## src/rtl/gpio_regbank.sv

```systemverilog
module gpio_regbank #(
  parameter int NPORTS = 3,
  parameter int AW = 12
) (
  input  logic               clk,
  input  logic               rst_n,
  input  logic [AW-1:0]      addr,
  input  logic [31:0]        wdata,
  input  logic               we,
  input  logic               re,
  output logic [31:0]        rdata,
  output logic [NPORTS*32-1:0] oe_o,
  output logic [NPORTS*32-1:0] lvl_o,
  output logic [NPORTS*32-1:0] own_o
);
  localparam int NREG = 3;
  localparam int PW = AW - 9;

  logic [31:0] regs [NPORTS][NREG];
  logic [PW-1:0] port_sel;
  logic [4:0] slot_sel;
  logic [1:0] op;
  logic hit;

  assign port_sel = addr[AW-1:9];
  assign slot_sel = addr[8:4];
  assign op       = addr[3:2];
  assign hit      = (int'(port_sel) < NPORTS) && (int'(slot_sel) < NREG);

  function automatic logic [31:0] apply(input logic [31:0] cur, input logic [31:0] d,
                                        input logic [1:0] kind);
    case (kind)
      2'd0: apply = d;
      2'd1: apply = cur | d;
      2'd2: apply = cur & ~d;
      default: apply = cur ^ d;
    endcase
  endfunction

  for (genvar p = 0; p < NPORTS; p++) begin : g_port
    for (genvar r = 0; r < NREG; r++) begin : g_reg
      always_ff @(posedge clk or negedge rst_n) begin
        if (!rst_n)
          regs[p][r] <= '0;
        else if (we && hit && int'(port_sel) == p && int'(slot_sel) == r)
          regs[p][r] <= apply(regs[p][r], wdata, op);
      end
    end
    assign oe_o[p*32 +: 32]  = regs[p][0];
    assign lvl_o[p*32 +: 32] = regs[p][1];
    assign own_o[p*32 +: 32] = regs[p][2];
  end

  always_comb begin
    rdata = '0;
    for (int p = 0; p < NPORTS; p++)
      for (int r = 0; r < NREG; r++)
        if (re && hit && int'(port_sel) == p && int'(slot_sel) == r)
          rdata = regs[p][r];
  end
endmodule


```

## config.mk

```make
export PLATFORM = sky130hd
export DESIGN_NAME = gpio_regbank
export DESIGN_NICKNAME = d
export VERILOG_FILES = /design/src/rtl/gpio_regbank.sv
export SDC_FILE = /design/constraint.sdc
export NUM_CORES = 1
export LEC_CHECK = 0
export ABC_AREA = 1
export BUFFER_PORTS_ARGS = -buffer_cell sky130_fd_sc_hd__clkbuf_2
export CAP_MARGIN = 10
export CORE_MARGIN = 10
export CORE_UTILIZATION = 45
export CTS_CLUSTER_SIZE = 28
export DETAILED_ROUTE_END_ITERATION = 7
export HOLD_SLACK_MARGIN = 0.05
export PLACE_DENSITY = 0.65
export SYNTH_ARGS = -nofsm -noshare
export SYNTH_HDL_FRONTEND = slang
export SYNTH_SLANG_ARGS = --single-unit
```

## constraint.sdc

```tcl
create_clock -name clk -period 1.84 [get_ports clk]
set_input_delay 0.184 -clock clk [delete_from_list [all_inputs] [get_ports clk]]
set_output_delay 0.184 -clock clk [all_outputs]
set_load 0.1 [all_outputs]
```

Word-level counts from Yosys, hierarchy flattened
Cells that the tools add are included.

Register bits after elaboration: 288. Output and inout bits: 320.

Magnitude comparators: 2. Equality and inequality tests: 6. Muxes and demuxes: 18. Bitwise gates (word level): 28. Reductions and logical operators: 30.

Operator list (number): one-hot mux 32 bit (3 select lines) (9); bitwise AND 32 bit (9); two-way mux 32 bit (9); OR 32 bit (9); XOR 32 bit (9); NOT 32 bit (1); logical AND 1 bit (27); equality test 5 x 2 -> 1 bit (second input constant) (1); equality test 5 x 3 -> 1 bit (second input constant) (1); logical NOT 5 bit (1); less-than comparator 5 x 2 -> 1 bit (second input constant) (1); equality test 3 x 2 -> 1 bit (second input constant) (1); equality test 3 bit (second input constant) (1); logical NOT 3 bit (1); less-than comparator 3 x 2 -> 1 bit (second input constant) (1); equality test 2 x 1 -> 1 bit (second input constant) (1); equality test 2 bit (second input constant) (1); logical NOT 2 bit (1).

Logic depth before layout (Yosys ltp)
Word-level depth: 14. Gate-level depth with buffers: 20. Gate-level depth less buffers: 18.

Worst setup path after synthesis
No wires, ideal clock.

Path type: register to output. From: register regs, in the netlist lvl_o[3]. To: output rdata[3]. Data arrival time: 2.966 ns. Required time: 1.656 ns. Path slack: -1.310 ns. Cell stages (with the launch flop): 7. Path buffers: 0. Cells stage by stage: dfrtp_1 -> inv_1 -> o22ai_1 -> a21oi_1 -> nand4_1 -> nand2_1 -> a22oi_1.

Word-level cells in the longest chain between the ends: 8.

RTL lines: from (decl) (line 19) `logic [31:0] regs [NPORTS][NREG];`; from (signal, indexed assignment) (line 46) `regs[p][r] <= apply(regs[p][r], wdata, op);`; two-way mux 32 bit (8 in series) (line 58) `if (re && hit && int'(port_sel) == p && int'(slot_sel) == r)`; to (decl) (line 11) `output logic [31:0] rdata,`.

No other way between the ends.

Worst setup path after layout
From: input addr[5]. To: output rdata[27].

Word-level cells in the longest chain between the ends: 14. Elaborated cells on any way between the ends: 27. Those cells by class: order compare: 1; eq/ne: 2; mux: 9; reduce/logical: 15.

RTL lines: from (decl) (line 7) `input logic [AW-1:0] addr,`; less-than comparator 5 x 2 -> 1 bit (line 28) `assign hit = (int'(port_sel) < NPORTS) && (int'(slot_sel) < NREG);`; logical AND 1 bit (line 28); logical AND 1 bit (3 in series) (line 58); two-way mux 32 bit (8 in series) (line 58); two-way mux 32 bit (*) (line 58).

Every way passes the cells marked *; elsewhere a longest branch is shown, timed or not.

==> out/metrics.cfg <==
[global_route]
grt_pass1_vias = 25084
antenna_found_initial = 1
grt_overflow = 0
track_usage_pct = 28.5
grt_pass1_wl_mm = 156
grt_max_degree = 91

[power]
cellLeakagePower_nw = 17.3
ir_worst_vdd_mv = 0.547
finalPower_w = 0.0169
p_per_area_mw_per_mm2 = 482

[run]
drv_cap = 0

[routing]
routed_wl_mm = 107
drc = 0
wl_per_cell_um = 23.4
vias = 26443
routed_via_density = 5.78
dr.pass1.iters = 5
drt_iter0_drc = 2088
ant_nets = 0

[clocking]
tritoncts = yes
path_clk_slew_ns = 0.06
numCtsBuffers = 38
clockBufferDepth = 3
clock-root-buffer = clkbuf_16
cts_sinks = 288
h-tree-depth = 2
clk_latency_ns = 0.57

[floorplan]
dieArea_mm2 = 0.0688
coreArea_mm2 = 0.0579
die_w_um = 262
rows = 88
initial_utilization_pct = 45.6
ioPinCount = 368
die_h_um = 262

[timing]
finalCriticalPeriod_ns = 2.44
finalSetupViolCount = 45
rsz0062_at_grt = true
hold_violations = 0
maxClockFrequency_mhz = 409
worst_pin_slew_ns = 0.764
finalCritPeriodShare_pct = 133
final-max-slew-violation-count = 0
max_slew_margin_pct = 49.0
finalClockSkew_ns = 0
setup_ws_ns = -0.604

[critical_path]
start_kind = input port
rr_startpoint = own_o[23]$_DFFE_PN0P_
ff2ff_setup_slack_ns = 0.55
worstPathArrival_ns = 2.26
crit_path_end_kind = primary output
crit_type = in2out
cp_max_fo = 6
cp.required_ns = 1.66
r2r_end = own_o[23]$_DFFE_PN0P_
reg2regPathDepth = 4

[synthesis]
yosys_warnings = 0
synth.net_count = 3919
syn_area_mm2 = 0.0264
synth_cell_types = 30
synthCells = 3295
ys_seq_area_share_pct = 27.3
ys_ff_latch = 288
syn_avg_cell_area_um2 = 8.02

[hold_path]
min_path_type = in2reg
hold-path-endpoint = own_o[15]$_DFFE_PN0P_
hold_depth = 5
hp-start = wdata[15]

[final_layout]
fin_nets = 4410
final_layout_size_suffix_gt1_share_pct = 27.4
utilization_pct = 60.6
n_fill_cell = 5161
area_growth_pct = 32.9

[status]
failed_checks = setup timing
status = finished with violations

[placed_design]
hpwl_mm = 73.5
gp_congestion = 0.894
io_buffers = 365

power breakdown:
part | internal, W | switching [W]
registers | 0.00638 | 0.0000468
clock network | 0.00444 | 0.00316
logic | 0.000866 | 0.00203
total | 0.0117 | 0.00524
routing by layer:
| layer | routed length [um] | vias to the layer above | track usage, % |
|---|---|---|---|
| met2 | 51800 | 1060 | 49.0 |
| li1 | - | 12380 | - |
| met5 | 0 | - | 0 |
| met1 | 41800 | 12751 | 33.6 |
| met4 | 5850 | 0 | 14.5 |
| met3 | 7650 | 252 | 5.07 |
area by class of cell:
class,count,area (um2),share of cell area [%]
sequential,288,7320,20.8
clock buffer,56,1110,3.17
inverter,404,1580,4.50
clock inverter,8,90.1,0.257
antenna,1,2.50,0.00713
multi-input combinational,2400,18000,51.3
tap,765,957,2.73
timing repair buffer,652,6030,17.2
timing repair inverter,2,22.5,0.0641
synth_stat cells, drive strengths merged:
master | instances | area [um2]
a22oi | 1 | 7.51
o21ai | 558 | 2810
nor2 | 30 | 178
clkinv | 3 | 11.3
o221ai | 228 | 2000
nand3 | 41 | 210
a21oi | 95 | 475
nand3b | 1 | 20.0
buf | 84 | 482
o211ai | 150 | 1130
nor3 | 1 | 5.00
nand2 | 716 | 2710
ha | 576 | 7210
dfrtp | 288 | 7210
o22ai | 2 | 12.5
inv | 401 | 1510
nand4 | 1 | 6.26
clkbuf | 119 | 447
stage by stage:
step / std cells / TNS (ns) / hold WS, ns / area [um2] / setup WS [ns]
after floorplan: 3295 / -3.73 / -0.112 / 27100 / -0.579
after global placement: 4429 / -22.15 / 0.0993 / 32000 / -0.701
after detailed placement: 4429 / -24.12 / 0.0990 / 32000 / -0.766
after CTS: 4534 / -16.55 / 0.0680 / 34000 / -0.583
after global routing: 4576 / -23.36 / 0.113 / 35100 / -0.720
final: 4576 / -17.89 / 0.0796 / 35100 / -0.604
registers in the layout (all words and copies together) (netlist names):
signal	count
oe_o	96
lvl_o	96
own_o	96
worst max-delay path by stage:
stage / startpoint / endpoint / slack, ns
after global routing: addr[5] / rdata[19] / -0.72
after floorplan: addr[5] / rdata[3] / -0.58
after global placement: addr[8] / rdata[10] / -0.70
final: addr[5] / rdata[27] / -0.60
after CTS: addr[8] / rdata[23] / -0.58
after detailed placement: addr[8] / rdata[10] / -0.77
layout by cell type, fill, tap and decap left out, types with 3 or more instances in the layout:
cell type   count
inv_2          16
nand2_4        33
clkbuf_16      53
nand2_8        31
o221ai_1      217
clkbuf_8        4
nand2_1       555
buf_6          18
nor2_2          6
inv_4           4
buf_4         155
nand2_2        97
o211ai_1      150
a21oi_1        94
clkbuf_2      327
clkbuf_1       12
dfrtp_2        90
buf_8           9
nand3_2         9
buf_12        123
inv_1         375
buf_16          3
clkinv_2        6
dfrtp_1       198
o21ai_0       458
o221ai_2       11
clkinvlp_4      4
ha_1          576
nand3_1        29
nor2_1          6
o21ai_2        10
nor2_4         18
o21ai_1        90
nand3_4         3
timing repair:
| item | 4_1_cts | 5_1_grt |
|---|---|---|
| cloned | 6 | 20 |
| setup buffers | 33 | 24 |
| pin swaps | 35 | 80 |
| setup endpoints to repair | 32 | 311 |
| hold endpoints to repair | 289 | 0 |
| gates resized for setup | 133 | 188 |
| hold buffers | 2 | 0 |
critical path: stages:
cell      delay (ns)
buf_8           0.10
nand2_4         0.07
nand2_4         0.05
nor2_4          0.11
nand3_4         0.12
nor2_4          0.18
buf_6           0.13
nand2_8         0.05
clkinv_8        0.07
buf_12          0.11
buf_8           0.13
nand2_2         0.05
nand2_1         0.06
nand2_1         0.04
nand2_1         0.07
nand2_1         0.07
nand2_1         0.08
nand2_1         0.07
nand2_2         0.11
nand2_2         0.08
nand2_4         0.08
nand2_8         0.05
buf_12          0.16
cell families (layout without fill, tap and decap cells):
family / Yosys count / after routing / synth area share, %
AND/OR/NAND/NOR: 790 / 790 / 11.9
AO/OA/AOI/OAI: 1034 / 1034 / 24.3
adder cells (fa/ha/maj): 576 / 576 / 27.3
buffers and inverters: 607 / 1122 / 9.26
other: 0 / 1 / 0
flip-flops: 288 / 288 / 27.3
(Power assumes the default switching activity.)
